**src/rtl/cfgrom_pkg.sv**
```systemverilog
package cfgrom_pkg;
  // Content bit derived from one feedback step on an address-seeded word.
  function automatic logic content_bit(input logic [15:0] addr, input logic [15:0] seed);
    logic [15:0] s;
    logic        fb;
    s  = addr ^ seed;
    fb = s[15] ^ s[13] ^ s[12] ^ s[10];
    return s[14] ^ fb;
  endfunction
endpackage

```
**src/rtl/cfgrom_addr_ctr.sv**
```systemverilog
module cfgrom_addr_ctr #(
  parameter int DEPTH = 256,
  parameter int AW    = 8
) (
  input  logic          clk,
  input  logic          rst_a,
  input  logic          step_en,
  output logic [AW-1:0] addr_o,
  output logic          done_o
);
  localparam logic [AW-1:0] LAST = AW'(DEPTH - 1);

  logic [AW-1:0] addr_q;
  logic          done_q;

  always_ff @(posedge clk or posedge rst_a) begin
    if (rst_a) begin
      addr_q <= '0;
      done_q <= 1'b0;
    end else if (step_en && !done_q) begin
      if (addr_q == LAST) done_q <= 1'b1;
      else                addr_q <= addr_q + AW'(1);
    end
  end

  assign addr_o = addr_q;
  assign done_o = done_q;

  // an enabled step below the last address moves by exactly one
  a_r1_step: assert property (@(posedge clk) disable iff (rst_a)
    (step_en && !done_q && addr_q != LAST) |=> (addr_q == $past(addr_q) + AW'(1)));
  // no step, no movement
  a_r4_freeze: assert property (@(posedge clk) disable iff (rst_a)
    !step_en |=> $stable(addr_q));
  // completion is sticky and the address never wraps
  a_r7_sticky: assert property (@(posedge clk) disable iff (rst_a)
    done_q |=> (done_q && $stable(addr_q)));
  // completion only follows the last address
  a_r7_at_last: assert property (@(posedge clk) disable iff (rst_a)
    $rose(done_q) |-> (addr_q == LAST));
endmodule

```
**src/rtl/cfgrom_pattern.sv**
```systemverilog
module cfgrom_pattern #(
  parameter int          AW   = 8,
  parameter logic [15:0] SEED = 16'hACE1
) (
  input  logic [AW-1:0] addr_i,
  output logic          bit_o
);
  import cfgrom_pkg::*;
  logic [15:0] addr16;
  always_comb begin
    addr16 = '0;
    for (int i = 0; i < AW && i < 16; i++) addr16[i] = addr_i[i];
    bit_o = content_bit(addr16, SEED);
  end
endmodule

```
**src/rtl/cfgrom_port_ctl.sv**
```systemverilog
module cfgrom_port_ctl (
  input  logic ce_act,
  input  logic oe_act,
  input  logic done,
  input  logic bit_i,
  output logic step_en,
  output logic data_o,
  output logic data_oe,
  output logic cascade_n
);
  always_comb begin
    step_en   = ce_act && oe_act;
    data_oe   = ce_act && oe_act && !done;
    data_o    = data_oe ? bit_i : 1'b0;
    cascade_n = !(ce_act && oe_act && done);
  end
endmodule

```
**src/rtl/cfg_serial_rom.sv**
```systemverilog
module cfg_serial_rom #(
  parameter int          DEPTH           = 256,
  parameter bit          RST_ACTIVE_HIGH = 1'b1,
  parameter logic [15:0] SEED            = 16'hACE1
) (
  input  logic clk,
  input  logic ce_n,
  input  logic rst_oe,
  output logic data_o,
  output logic data_oe,
  output logic cascade_n
);
  localparam int AW = (DEPTH > 2) ? $clog2(DEPTH) : 1;

  logic          rst_act;
  logic          step_en;
  logic          done;
  logic          cur_bit;
  logic [AW-1:0] addr;

  generate
    if (RST_ACTIVE_HIGH) begin : g_rst_hi
      assign rst_act = rst_oe;
    end else begin : g_rst_lo
      assign rst_act = ~rst_oe;
    end
  endgenerate

  cfgrom_addr_ctr #(.DEPTH(DEPTH), .AW(AW)) u_ctr (
    .clk(clk), .rst_a(rst_act), .step_en(step_en), .addr_o(addr), .done_o(done)
  );

  cfgrom_pattern #(.AW(AW), .SEED(SEED)) u_pat (
    .addr_i(addr), .bit_o(cur_bit)
  );

  cfgrom_port_ctl u_ctl (
    .ce_act(~ce_n), .oe_act(~rst_act), .done(done), .bit_i(cur_bit),
    .step_en(step_en), .data_o(data_o), .data_oe(data_oe), .cascade_n(cascade_n)
  );

  // the next device is never enabled while this one drives the line
  a_r8_no_overlap: assert property (@(posedge clk) disable iff (rst_act)
    !cascade_n |-> !data_oe);
  // a disabled device does not drive
  a_r4_no_drive: assert property (@(posedge clk) disable iff (rst_act)
    ce_n |-> (!data_oe && cascade_n));
  // once the line is released after a full read it stays released
  a_r7_release: assert property (@(posedge clk) disable iff (rst_act)
    (!ce_n && !data_oe && $past(!ce_n && !data_oe)) |=> (ce_n || !data_oe));
endmodule

```
**config.mk**
```make
export PLATFORM = sky130hd
export DESIGN_NAME = cfg_serial_rom
export DESIGN_NICKNAME = d
export VERILOG_FILES = /design/src/rtl/cfgrom_pkg.sv /design/src/rtl/cfgrom_addr_ctr.sv /design/src/rtl/cfgrom_pattern.sv /design/src/rtl/cfgrom_port_ctl.sv /design/src/rtl/cfg_serial_rom.sv
export SDC_FILE = /design/constraint.sdc
export NUM_CORES = 1
export LEC_CHECK = 0
export ABC_AREA = 1
export BUFFER_PORTS_ARGS = -buffer_cell sky130_fd_sc_hd__buf_2
export CORE_MARGIN = 2
export CORE_UTILIZATION = 30
export DETAILED_ROUTE_END_ITERATION = 10
export SLEW_MARGIN = 10
export SYNTH_ARGS = -nofsm -noshare
export SYNTH_HDL_FRONTEND = slang
export SYNTH_SLANG_ARGS = --single-unit
```
**constraint.sdc**
```tcl
create_clock -name clk -period 1.8 [get_ports clk]
set_clock_uncertainty 0.15 [all_clocks]
set_input_delay 0.36 -clock clk [delete_from_list [all_inputs] [get_ports clk]]
set_output_delay 0.36 -clock clk [all_outputs]
set_load 0.05 [all_outputs]
```
==> impl_metrics.ini <==
[pwr]
p_per_area_nw_per_um2 = 628
finalPower_uw = 378
power_leakage_uw = 0.000312
pwr-share-clk_pct = 42.6
power_frac_seq_pct = 53.5
peakVddDrop_mv = 0.236
pwr-share-comb_pct = 3.9
switching_share_pct = 22.7
p_sw_uw = 85.6
p_int_uw = 292

[routing]
vias_per_cell = 4.75
drt-initial-drc-count = 12
ant_nets = 0
drt_wl_total_um = 975
wl_per_cell_um = 9.85
num_vias = 470
dr.pass1.iters = 4
met1_length_um = 469
wl_met2_um = 424
wl_met3_um = 42
remaining_drc_errors = 0
highest_layer = met4

[placed_design]
dpl.hpwl_um = 713
routabilityCongestion = 0.689
dpl-instance-area_um2 = 566
place_ws_ns = 0.161
port_buffers = 5

[die]
row_count = 15
fp.dieW_um = 45.9
pin_count = 6
die_area_um2 = 2110
start_util_pct = 31.2
die_y_um = 45.9
core-area_um2 = 1690

[layout]
fin_area_um2 = 602
final_net_count = 87
fillers = 192
multiInputGateArea_um2 = 258
area_delta_synth_final_pct = 14.3
regArea_um2 = 225
drive_above_1_share_pct = 17.1
num_antenna_cells = 0

[global_routing]
antenna_found_initial = 0
track_usage_pct = 11.5
first_global_vias = 395
grt_pass1_wl_um = 1640
grt_max_degree = 10
grt_overflow = 0

[setup_path]
r2r_cells = 8
critPathKind = reg -> out
worstSetupEndpoint = data_o
crit_fanout = 4
crit_slowest_cell = dfrtp_1
rr_startpoint = u_ctr.addr_o[0]$_DFFE_PP0P_
cp-startpoint = u_ctr.done_o$_DFFE_PP0P_
path_cells = inv_1, nand2_1, inv_1, buf_2
critical_path_required_ns = 1.29
rr_endpoint = u_ctr.addr_o[3]$_DFFE_PP0P_
end_kind = output port
worstSetupStartpointType = flip-flop
critPathMaxStageDelay_ns = 0.37
reg2reg_slack_ns = 0.26
crit_top_cell = inv_1
critPathArrivalTime_ns = 1.22

[clocking]
cts_setup_buffers = 0
cts-root-buf = clkbuf_4
cts.clk_slew.worst_paths_ns = 0.06
htree_levels = 1
cts_made_buffers = 3
cts_num_sinks = 9
cts_tree = built
cts_hold_buf = 1
cts_resized = 0
cts_max_path_buffers = 2
clk_latency_ns = 0.27

[yosys]
yosysSeqAreaShare_pct = 42.8
yosys_register_bits = 9
ys_warn_count = 0
syn-instance-count = 73
mappedNetlistArea_um2 = 527
postSynthAreaPerCell_um2 = 7.22
synth_nets = 77
synth_cell_types = 15

[worst_hold_path]
hold_path.class = in -> reg
min_from = ce_n

[sta]
fin_ws_ns = 0.0694
hold_violations = 0
slew_headroom_pct = 75.7
slew_viol_final = 0
tightest_slew_ns = 0.364
rsz0062_at_grt = false
fin_crit_sh_pct = 96.1
period_needed_ns = 1.73
tns_ns = 0
finalSetupViolations = 0
fmax_mhz = 578
whs_ns = 0.276

[flow_run]
maxCapViolations = 0

[run_status]
status = completed
## placed cells by master, fill, tap and decap left out, drive strengths merged
cell / Yosys / routed
ha: 1 / 1
inv: 9 / 9
buf: 1 / 5
xor2: 1 / 1
nor2: 7 / 7
clkbuf: 0 / 4
nand3: 5 / 5
nand2: 36 / 36
xnor2: 2 / 2
o21ai: 2 / 2
dfrtp: 9 / 9
dlygate4sd3: 0 / 1
## state kept, by name, indices dropped and copies added (netlist names)
| name | count |
|---|---|
| u_ctr.done_o | 1 |
| u_ctr.addr_o | 8 |
## layout make-up
type / instances / share of cell area [%]
clock buffer: 4 / 4.37
timing repair buffer: 6 / 5.82
inverter: 9 / 6.03
tap: 17 / 3.53
multi-input combinational: 54 / 42.8
sequential: 9 / 37.4
## synthesized netlist by cell type
library cell  instances  area (um2)
inv_4                 1        6.26
xnor2_1               2        17.5
nand3_1               5        25.0
dfrtp_1               9         225
o21ai_0               2        10.0
inv_1                 8        30.0
ha_1                  1        12.5
nor2_1                5        18.8
nand2_4               1        11.3
nor2_2                1        6.26
xor2_1                1        8.76
nand2_1              33         124
nand2_2               2        12.5
buf_4                 1        7.51
nor2_4                1        11.3
## power groups by stage
stage / Combinational [uW] / Clock, uW / Sequential, uW
global placement: 13.1 / 0 / 206
CTS: 15.2 / 167 / 202
finish: 14.6 / 161 / 202
floorplan: 8.57 / 0 / 206
global route: 16.1 / 179 / 202
detailed placement: 13.5 / 0 / 206
## layer usage
metal	global-route usage [%]	up-vias
met4	8.57	0
met5	0	-
met2	17.2	12
li1	-	237
met1	13.4	216
met3	3.57	5
## through the flow
stage               utilization (%)  cells
CTS                            35.6     99
floorplan                         -     73
detailed placement             33.5     94
global placement               33.5     94
finish                         35.6     99
global route                   35.6     99
## kinds of logic after synthesis
logic type      synth area share, %
simple gates                   39.7
fa+ha+maj                      2.37
compound gates                 1.90
buf+inv                        8.32
flops                          42.8
xor+xnor                       4.99
## critical path, delay by kind of cell (launching register included)
family,cells,cell delay (ns)
buffers and inverters,3,0.50
flip-flops,1,0.37
AND/OR/NAND/NOR,1,0.07
## how the worst min path moves through the flow
stage                                  end  slack (ns)  cells after the start
2_1_floorplan  u_ctr.addr_o[0]$_DFFE_PP0P_        0.04                      1
3_3_place_gp      u_ctr.done_o$_DFFE_PP0P_        0.20                      2
3_5_place_dp   u_ctr.addr_o[6]$_DFFE_PP0P_        0.21                      2
4_1_cts           u_ctr.done_o$_DFFE_PP0P_        0.28                      4
5_1_grt           u_ctr.done_o$_DFFE_PP0P_        0.30                      4
6_report          u_ctr.done_o$_DFFE_PP0P_        0.28                      4
(Power assumes the default switching activity.)
